**config.mk**
```make
export PLATFORM = sky130hd
export DESIGN_NAME = wide_byte_bridge
export DESIGN_NICKNAME = d
export VERILOG_FILES = /design/src/rtl/bytebus_pkg.sv /design/src/rtl/bb_lane_pick.sv /design/src/rtl/bb_phase_timer.sv /design/src/rtl/bb_irq_sync.sv /design/src/rtl/wide_byte_bridge.sv
export SDC_FILE = /design/constraint.sdc
export NUM_CORES = 1
export LEC_CHECK = 0
export ABC_CLOCK_PERIOD_IN_PS = 4700
export CORE_ASPECT_RATIO = 1.1
export CORE_MARGIN = 2
export CORE_UTILIZATION = 46
export CTS_CLUSTER_SIZE = 24
export DETAILED_ROUTE_END_ITERATION = 10
export HOLD_SLACK_MARGIN = 0.06
export PLACE_DENSITY = 0.87
export SYNTH_ARGS = -nofsm -noshare
export SYNTH_HDL_FRONTEND = slang
export SYNTH_HIERARCHICAL = 1
export SYNTH_SLANG_ARGS = --single-unit
```
**constraint.sdc**
```tcl
create_clock -name clk -period 4.7 [get_ports clk]
set_input_delay 0.94 -clock clk [delete_from_list [all_inputs] [get_ports clk]]
set_output_delay 0.94 -clock clk [all_outputs]
set_load 0.01 [all_outputs]
```
**src/rtl/bytebus_pkg.sv**
```systemverilog
package bytebus_pkg;

    typedef enum logic [2:0] {
        ST_IDLE,
        ST_SETUP,
        ST_STROBE,
        ST_HOLD,
        ST_DONE
    } bb_state_e;

    function automatic int max3(input int a, input int b, input int c);
        int m;
        m = (a > b) ? a : b;
        return (m > c) ? m : c;
    endfunction

endpackage

```
**src/rtl/bb_lane_pick.sv**
```systemverilog
module bb_lane_pick #(
    parameter int LANES = 4,
    localparam int IW = (LANES > 1) ? $clog2(LANES) : 1
) (
    input  logic [LANES-1:0] mask,
    output logic             any,
    output logic [IW-1:0]    idx
);

    always_comb begin
        any = |mask;
        idx = '0;
        for (int i = LANES - 1; i >= 0; i--) begin
            if (mask[i]) idx = IW'(i);
        end
    end

endmodule

```
**src/rtl/bb_phase_timer.sv**
```systemverilog
module bb_phase_timer #(
    parameter int CW = 2
) (
    input  logic          clk,
    input  logic          rst_n,
    input  logic          load,
    input  logic [CW-1:0] load_val,
    output logic          expired
);

    logic [CW-1:0] cnt_q;

    always_ff @(posedge clk or negedge rst_n) begin
        if (!rst_n) begin
            cnt_q <= '0;
        end else if (load) begin
            cnt_q <= load_val;
        end else if (cnt_q != '0) begin
            cnt_q <= cnt_q - 1'b1;
        end
    end

    assign expired = (cnt_q == '0);

endmodule

```
**src/rtl/bb_irq_sync.sv**
```systemverilog
module bb_irq_sync #(
    parameter int N = 4
) (
    input  logic         clk,
    input  logic         rst_n,
    input  logic [N-1:0] line_n,
    output logic [N-1:0] flag
);

    logic [N-1:0] meta_q;
    logic [N-1:0] sync_q;

    always_ff @(posedge clk or negedge rst_n) begin
        if (!rst_n) begin
            meta_q <= '1;
            sync_q <= '1;
        end else begin
            meta_q <= line_n;
            sync_q <= meta_q;
        end
    end

    assign flag = ~sync_q;

endmodule

```
**src/rtl/wide_byte_bridge.sv**
```systemverilog
module wide_byte_bridge
    import bytebus_pkg::*;
#(
    parameter int HOST_DW    = 32,
    parameter int EXT_AW     = 20,
    parameter int DEV_W      = 2,
    parameter int SETUP_CYC  = 1,
    parameter int STROBE_CYC = 2,
    parameter int HOLD_CYC   = 1
) (
    input  logic                                    clk,
    input  logic                                    rst_n,
    input  logic [EXT_AW+DEV_W-$clog2(HOST_DW/8)-1:0] h_waddr,
    input  logic [HOST_DW/8-1:0]                    h_be,
    input  logic                                    h_read,
    input  logic                                    h_write,
    input  logic [HOST_DW-1:0]                      h_wdata,
    output logic [HOST_DW-1:0]                      h_rdata,
    output logic                                    h_wait,
    output logic [(1<<DEV_W)-1:0]                   h_irq,
    output logic [EXT_AW-1:0]                       ext_addr,
    output logic [7:0]                              ext_dout,
    input  logic [7:0]                              ext_din,
    output logic                                    ext_doe,
    output logic                                    ext_rd_n,
    output logic                                    ext_wr_n,
    output logic [(1<<DEV_W)-1:0]                   ext_cs_n,
    input  logic [(1<<DEV_W)-1:0]                   ext_irq_n
);

    localparam int LANES  = HOST_DW / 8;
    localparam int LANE_W = $clog2(LANES);
    localparam int NDEV   = 1 << DEV_W;
    localparam int UPA_W  = EXT_AW - LANE_W;
    localparam int MAXPH  = max3(SETUP_CYC, STROBE_CYC, HOLD_CYC);
    localparam int CNT_W  = (MAXPH > 1) ? $clog2(MAXPH) : 1;
    localparam logic [CNT_W-1:0] SETUP_LD  = CNT_W'(SETUP_CYC - 1);
    localparam logic [CNT_W-1:0] STROBE_LD = CNT_W'(STROBE_CYC - 1);
    localparam logic [CNT_W-1:0] HOLD_LD   = CNT_W'(HOLD_CYC - 1);

    bb_state_e st_q, st_d;

    logic              req;
    logic              wr_q;
    logic [UPA_W-1:0]  addr_q;
    logic [DEV_W-1:0]  dev_q;
    logic [HOST_DW-1:0] wdata_q;
    logic [HOST_DW-1:0] rdata_q;
    logic [LANES-1:0]  pend_q;
    logic [LANE_W-1:0] lane_q;
    logic [LANES-1:0]  lane_oh;
    logic [LANES-1:0]  pick_in;
    logic              pick_any;
    logic [LANE_W-1:0] pick_idx;
    logic              tmr_ld;
    logic [CNT_W-1:0]  tmr_val;
    logic              tmr_done;
    logic              take;
    logic              adv;
    logic              capture;
    logic              active;

    assign req     = h_read | h_write;
    assign lane_oh = LANES'(1) << lane_q;
    assign pick_in = (st_q == ST_IDLE) ? h_be : (pend_q & ~lane_oh);

    bb_lane_pick #(.LANES(LANES)) u_pick (
        .mask (pick_in),
        .any  (pick_any),
        .idx  (pick_idx)
    );

    bb_phase_timer #(.CW(CNT_W)) u_timer (
        .clk      (clk),
        .rst_n    (rst_n),
        .load     (tmr_ld),
        .load_val (tmr_val),
        .expired  (tmr_done)
    );

    bb_irq_sync #(.N(NDEV)) u_irq (
        .clk    (clk),
        .rst_n  (rst_n),
        .line_n (ext_irq_n),
        .flag   (h_irq)
    );

    // next state and sequencing strobes
    always_comb begin
        st_d    = st_q;
        tmr_ld  = 1'b0;
        tmr_val = '0;
        take    = 1'b0;
        adv     = 1'b0;
        capture = 1'b0;
        unique case (st_q)
            ST_IDLE: begin
                if (req) begin
                    take = 1'b1;
                    if (pick_any) begin
                        st_d    = ST_SETUP;
                        tmr_ld  = 1'b1;
                        tmr_val = SETUP_LD;
                    end else begin
                        st_d = ST_DONE;
                    end
                end
            end
            ST_SETUP: begin
                if (tmr_done) begin
                    st_d    = ST_STROBE;
                    tmr_ld  = 1'b1;
                    tmr_val = STROBE_LD;
                end
            end
            ST_STROBE: begin
                if (tmr_done) begin
                    st_d    = ST_HOLD;
                    tmr_ld  = 1'b1;
                    tmr_val = HOLD_LD;
                    capture = ~wr_q;
                end
            end
            ST_HOLD: begin
                if (tmr_done) begin
                    adv = 1'b1;
                    if (pick_any) begin
                        st_d    = ST_SETUP;
                        tmr_ld  = 1'b1;
                        tmr_val = SETUP_LD;
                    end else begin
                        st_d = ST_DONE;
                    end
                end
            end
            ST_DONE: st_d = ST_IDLE;
            default: st_d = ST_IDLE;
        endcase
    end

    // state register
    always_ff @(posedge clk or negedge rst_n) begin
        if (!rst_n) st_q <= ST_IDLE;
        else        st_q <= st_d;
    end

    // transfer context and read assembly
    always_ff @(posedge clk or negedge rst_n) begin
        if (!rst_n) begin
            wr_q    <= 1'b0;
            addr_q  <= '0;
            dev_q   <= '0;
            wdata_q <= '0;
            rdata_q <= '0;
            pend_q  <= '0;
            lane_q  <= '0;
        end else begin
            if (take) begin
                wr_q    <= h_write;
                addr_q  <= h_waddr[UPA_W-1:0];
                dev_q   <= h_waddr[UPA_W +: DEV_W];
                wdata_q <= h_wdata;
                rdata_q <= '0;
                pend_q  <= h_be;
                lane_q  <= pick_idx;
            end
            if (adv) begin
                pend_q <= pend_q & ~lane_oh;
                lane_q <= pick_idx;
            end
            if (capture) begin
                rdata_q[{lane_q, 3'b000} +: 8] <= ext_din;
            end
        end
    end

    // outputs
    always_comb begin
        active   = (st_q == ST_SETUP) || (st_q == ST_STROBE) || (st_q == ST_HOLD);
        ext_cs_n = active ? ~(NDEV'(1) << dev_q) : '1;
        ext_rd_n = !((st_q == ST_STROBE) && !wr_q);
        ext_wr_n = !((st_q == ST_STROBE) && wr_q);
        ext_doe  = active && wr_q;
        ext_dout = wdata_q[{lane_q, 3'b000} +: 8];
        ext_addr = {addr_q, lane_q};
        h_rdata  = rdata_q;
        h_wait   = req && (st_q != ST_DONE);
    end

    p_strobe_excl_r5: assert property (@(posedge clk) disable iff (!rst_n)
        !(!ext_rd_n && !ext_wr_n));

    p_addr_steady_r5: assert property (@(posedge clk) disable iff (!rst_n)
        ((!ext_rd_n || !ext_wr_n) && $past(!ext_rd_n || !ext_wr_n)) |-> $stable(ext_addr));

    p_one_select_r3: assert property (@(posedge clk) disable iff (!rst_n)
        $onehot0(~ext_cs_n));

    p_strobe_select_r3: assert property (@(posedge clk) disable iff (!rst_n)
        (!ext_rd_n || !ext_wr_n) |-> (ext_cs_n != '1));

    p_drive_on_write_r8: assert property (@(posedge clk) disable iff (!rst_n)
        ext_doe |-> ext_rd_n);

    p_idle_quiet_r10: assert property (@(posedge clk) disable iff (!rst_n)
        (st_q == ST_IDLE) |-> (!ext_doe && (ext_cs_n == '1)));

    p_lane_rise_r4: assert property (@(posedge clk) disable iff (!rst_n)
        (st_q == ST_HOLD && st_d == ST_SETUP) |=> (lane_q > $past(lane_q)));

    p_skip_cleared_r1: assert property (@(posedge clk) disable iff (!rst_n)
        (st_q == ST_SETUP) |-> pend_q[lane_q]);

endmodule

```
* After elaboration in Yosys (flattened, before gate mapping)
Index checks and enable logic that the tools add are counted.
Word-level totals: register bits after elaboration 103, latch bits 0, memory bits (writable) 0, ROM bits 0, output and inout bits 72, memories kept 0
Cells by class: add/sub/neg operators 2, multiply operators 0, divide/modulo/power cells 0, magnitude comparators 0, equal/unequal tests 8, shift operators 5, mux-type cells 32, bitwise operators 6, reduce and logical (&&, ||, !) cells 14
Operators by type and width (count):
- $mux W32 | 2
- $bwmux W32 | 1
- $shift A8 B7 Y32 const A | 1
- $shiftx A32 B6 Y8 | 1
- $shiftx A8 B7 Y32 | 1
- $mux W4 | 4
- $mux W3 | 5
- $mux W1 | 12
- $mux W2 | 6
- $not A4 Y4 | 3
- $pmux W3 S4 | 1
- $ne A2 B2 Y1 const B | 4
- $shl A1 B2 Y4 const A | 2
- $neg A5 Y7 | 1
- $eq A3 B2 Y1 const B | 2
- $and A4 B4 Y4 | 1
- $logic_and A1 B1 Y1 | 4
- $reduce_and A4 Y1 | 1
- $reduce_or A4 Y1 | 1
- $eq A3 B1 Y1 const B | 1
- $logic_not A1 Y1 | 3
- $logic_not A3 Y1 | 1
- $ne A3 B3 Y1 const B | 1
- $pmux W1 S3 | 1
- other kinds (6) | 7

* Logic depth before layout (Yosys ltp)
depth in word-level cells 10, depth in mapped cells 11

* By module
Netlist, hierarchy kept.
By module, submodules not included:
- wide_byte_bridge | times used 1, cells an instance 286, area an instance 4082.7 um^2, seq. area each 2352.3 um^2
- bb_irq_sync | times used 1, cells an instance 12, area an instance 225.2 um^2, seq. area each 210.2 um^2
- bb_lane_pick | times used 1, cells an instance 7, area an instance 35.0 um^2, seq. area each 0.0 um^2
- bb_phase_timer | times used 1, cells an instance 3, area an instance 35.0 um^2, seq. area each 25.0 um^2

* Worst setup path after synthesis
OpenSTA, ideal clock, no wires.
path type register to output, from register lane_q[0], to output ext_dout[0], arrival 1364 ps, path slack 2396 ps, cell stages (with the launch flop) 3, cells stage by stage dfrtp_1 > buf_2 > mux4_2
On the way: cells in the longest elaborated chain, start to end 1
RTL lines:
- start: declaration | line wide_byte_bridge.sv:50 | logic [LANE_W-1:0] lane_q;
- start signal: assignment | line wide_byte_bridge.sv:165 | lane_q <= pick_idx;
- start signal: assignment | line wide_byte_bridge.sv:169 | lane_q <= pick_idx;
- $shiftx A32 B6 Y8 | line wide_byte_bridge.sv:184 | ext_dout = wdata_q[{lane_q, 3'b000} +: 8];
- end: declaration | line wide_byte_bridge.sv:22 | output logic [7:0] ext_dout,
No other way between the ends.

* Worst setup path in the final report
from register lane_q[0], to output ext_dout[1]
The elaborated chain is that of the path after synthesis.

==> flow_summary_export.csv <==
group,metric,value,unit
grt,grt_pass1_wl,16500,um
yosys,yosysWarningCount,6,
timing,drv_slew,0,
clock_tree,cts_tree,"built",
critical_path,slowest_delay,0.95,ns
floorplan,start_util,47.0,%
yosys,avgSynthCellArea,14.2,um2
critical_path,cp_max_fo,18,
power,p_seq_share,39.7,%
clock_tree,h-tree-depth,3,
yosys,yosys-top-cells-area,"dfrtp_1, mux2_2, a22o_1",
floorplan,core_area,9310,um2
timing,clock_skew,0.0181,ns
place,hpwl,7160,um
critical_path,endpoint_kind,"primary output",
yosys,synth_edf_count,0,
timing,hold_viol_final,0,
final_layout,area_growth,39.2,%
grt,gr-total-overflow,0,
final_layout,antenna_cells,0,
clock_tree,post_cts_buffers,0,
yosys,ys_ff_latch,103,
clock_tree,clock_latency,0.36,ns
floorplan,die_w,97.0,um
timing,setup_slack,1.35,ns
critical_path,cp_slowest_cell,"dfrtp_1",
power,power_density,595,nW/um2
critical_path,cp_num_buf_inv,1,
timing,tightest_slew,0.917,ns
yosys,synth_cell_type_count,35,
place,port-buffer-count,143,
grt,grt_pass1_vias,3308,
routing,first_pass_iters,4,
power,power.leakage,2.55,nW
timing,max_freq,298,MHz
yosys,syn_area,4380,um2
timing,slew_headroom,38.8,%
clock_tree,post_cts_resized,0,
grt,antenna_found_initial,0,
place,place_inst,555,
power,totalPowerFinal,3.63,mW
yosys,ys_seq_area_share,59.1,%
clock_tree,cts_hold_buffers,0,
routing,via_per_inst,5.35,
clock_tree,cts_sinks,103,
job,drv_cap,0,
clock_tree,numCtsBuffers,9,
yosys,synth_most_common_cell,"dfrtp_1",
yosys,synth_top_area_share,54.3,%
status,status,"finished clean",
clock_tree,cts-root-buf,"clkbuf_8",
power,swShare,33.2,%
yosys,synthTopCellsByCount,"dfrtp_1, mux2_2, a22o_1",
routing,wirelength,9850,um
yosys,yosys_most_used_dff,"dfrtp_1",
floorplan,die_area,10300,um2
power,p_sw,1.21,mW
yosys,async_flop_share,100,%
yosys,synth_compound_area_share,10.2,%
power,power.internal,2.42,mW
floorplan,die_y,106,um
power,peakVddDrop,0.317,mV
place,dp_slack,1.41,ns
final_layout,fin_nets,529,
place,gp_congestion,0.780,
routing,drt_iter0_drc,109,
grt,grt_usage,20.0,%
yosys,synth_mux_area_share,18.0,%
yosys,synth_top_family_by_area,"multiplexers",
floorplan,ios,144,
timing,fin_tns_setup,0,ns
hold_path,holdCritPathClass,"reg2reg",
yosys,synth_top_area_cell,"dfrtp_1",
yosys,syn_nets,388,
timing,post-route-period-util,71.4,%
power,power_frac_comb,43.9,%
routing,wl_per_cell,17.3,um
routing,via_count,3055,
timing,final.min_clock_period,3.35,ns
yosys,synth_fa_ha_area_share,2.29,%
critical_path,path_delay_family,"flip-flops",
power,pwr-share-clk,16.4,%
clock_tree,clockBufferDepth,2,
grt,grt_max_degree,75,
critical_path,worstPathRequired,3.76,ns
final_layout,fin_util,65.5,%
floorplan,rows,37,
final_layout,final_layout_size_suffix_gt1_share,20.9,%
routing,ant_nets,0,
critical_path,critPathKind,"reg2out",
yosys,synth-simple-area-share,6.83,%
clock_tree,path_clk_slew,0.09,ns
timing,setup_violations,0,
final_layout,instances_no_fill,571,
critical_path,arrival,2.41,ns
critical_path,crit_path_start_kind,"register",
timing,rsz0062_at_grt,"false",
critical_path,cp_cell_sequence,"mux4_2, clkdlybuf4s50_1",
yosys,synth_xor_area_share,0.400,%
routing,drc,0,
yosys,netlist_instances,308,
[layout by cell type, fill, tap and decap left out, types with 2 or more instances in the layout]
master | netlist | routed
dfrtp_1 | 95 | 95
nand2_1 | 11 | 11
mux2_2 | 54 | 54
buf_4 | 5 | 3
o21ai_0 | 11 | 11
and3_1 | 2 | 2
mux4_2 | 8 | 8
clkinvlp_4 | 0 | 2
dfstp_2 | 8 | 8
inv_1 | 11 | 11
clkbuf_1 | 3 | 2
nand3_1 | 3 | 3
and2_1 | 2 | 2
clkdlybuf4s50_1 | 0 | 142
nor4b_2 | 2 | 2
xor2_1 | 2 | 2
clkbuf_8 | 0 | 9
a22oi_1 | 5 | 5
a32o_1 | 3 | 3
ha_1 | 8 | 8
and4_1 | 2 | 2
a22o_1 | 29 | 29
a21oi_2 | 3 | 3
nor2_1 | 9 | 9
a21oi_1 | 4 | 4
bufinv_16 | 0 | 2
nand2b_1 | 6 | 6
nor3_1 | 6 | 6
[power by group through the flow]
stage | Sequential (mW) | Combinational [mW] | Clock, mW
after detailed placement | 1.46 | 1.60 | 0
after CTS | 1.44 | 1.61 | 0.613
after global routing | 1.49 | 1.73 | 0.642
final | 1.44 | 1.59 | 0.595
after floorplan | 1.40 | 0.980 | 0
after global placement | 1.43 | 1.55 | 0
[kinds of logic (layout without fill, tap and decap cells)]
logic type,after synthesis,after routing
buffers and inverters,26,172
AND/OR/NAND/NOR,49,49
AO/OA/AOI/OAI,58,58
flip-flops,103,103
multiplexers,62,62
adder cells (fa/ha/maj),8,8
XOR/XNOR,2,2
[state kept, by name (all words and copies together) (netlist names), 2 cells and up]
name	cells
lane_q	2
u_irq/meta_q	4
dev_q	2
wdata_q	32
u_irq/sync_q	4
pend_q	4
st_q	3
h_rdata	32
addr_q	18
[final timing paths]
check / slack [ns] / end / startpoint / cells after the start
max: 1.35 / ext_dout[1] / lane_q[0] / 2
min in group asynchronous: 0.69 / h_rdata[13] / rst_n / 1
min: 0.36 / u_irq/sync_q[1] / u_irq/meta_q[1] / 0
min reg2reg: 0.36 / u_irq/sync_q[1] / u_irq/meta_q[1] / 0
max reg2reg: 1.83 / addr_q[9] / st_q[2] / 4
max in group asynchronous: 3.02 / u_irq/meta_q[0] / rst_n / 2
[routing by layer]
| layer | GRT usage, % | vias to the layer above | routed length (um) |
|---|---|---|---|
| met3 | 4.14 | 12 | 535 |
| met1 | 24.5 | 1514 | 4050 |
| met4 | 8.45 | 0 | 164 |
| met2 | 34.6 | 119 | 5100 |
| met5 | 0 | - | 0 |
| li1 | - | 1410 | - |
[layout make-up]
class	instances	area (um2)
Timing Repair Buffer	145	1440
Multi-Input combinational cell	179	1660
Clock inverter	5	83.8
Sequential cell	103	2590
Fill cell	709	3210
Tap cell	117	146
Inverter	11	41.3
Clock buffer	11	131
[through the flow]
stage	hold slack [ns]	instance area [um2]
2_1_floorplan	0.345	4380
3_3_place_gp	0.346	5880
3_5_place_dp	0.347	5880
4_1_cts	0.361	6090
5_1_grt	0.368	6090
6_report	0.360	6090
Power figures use the tool's default switching activity.
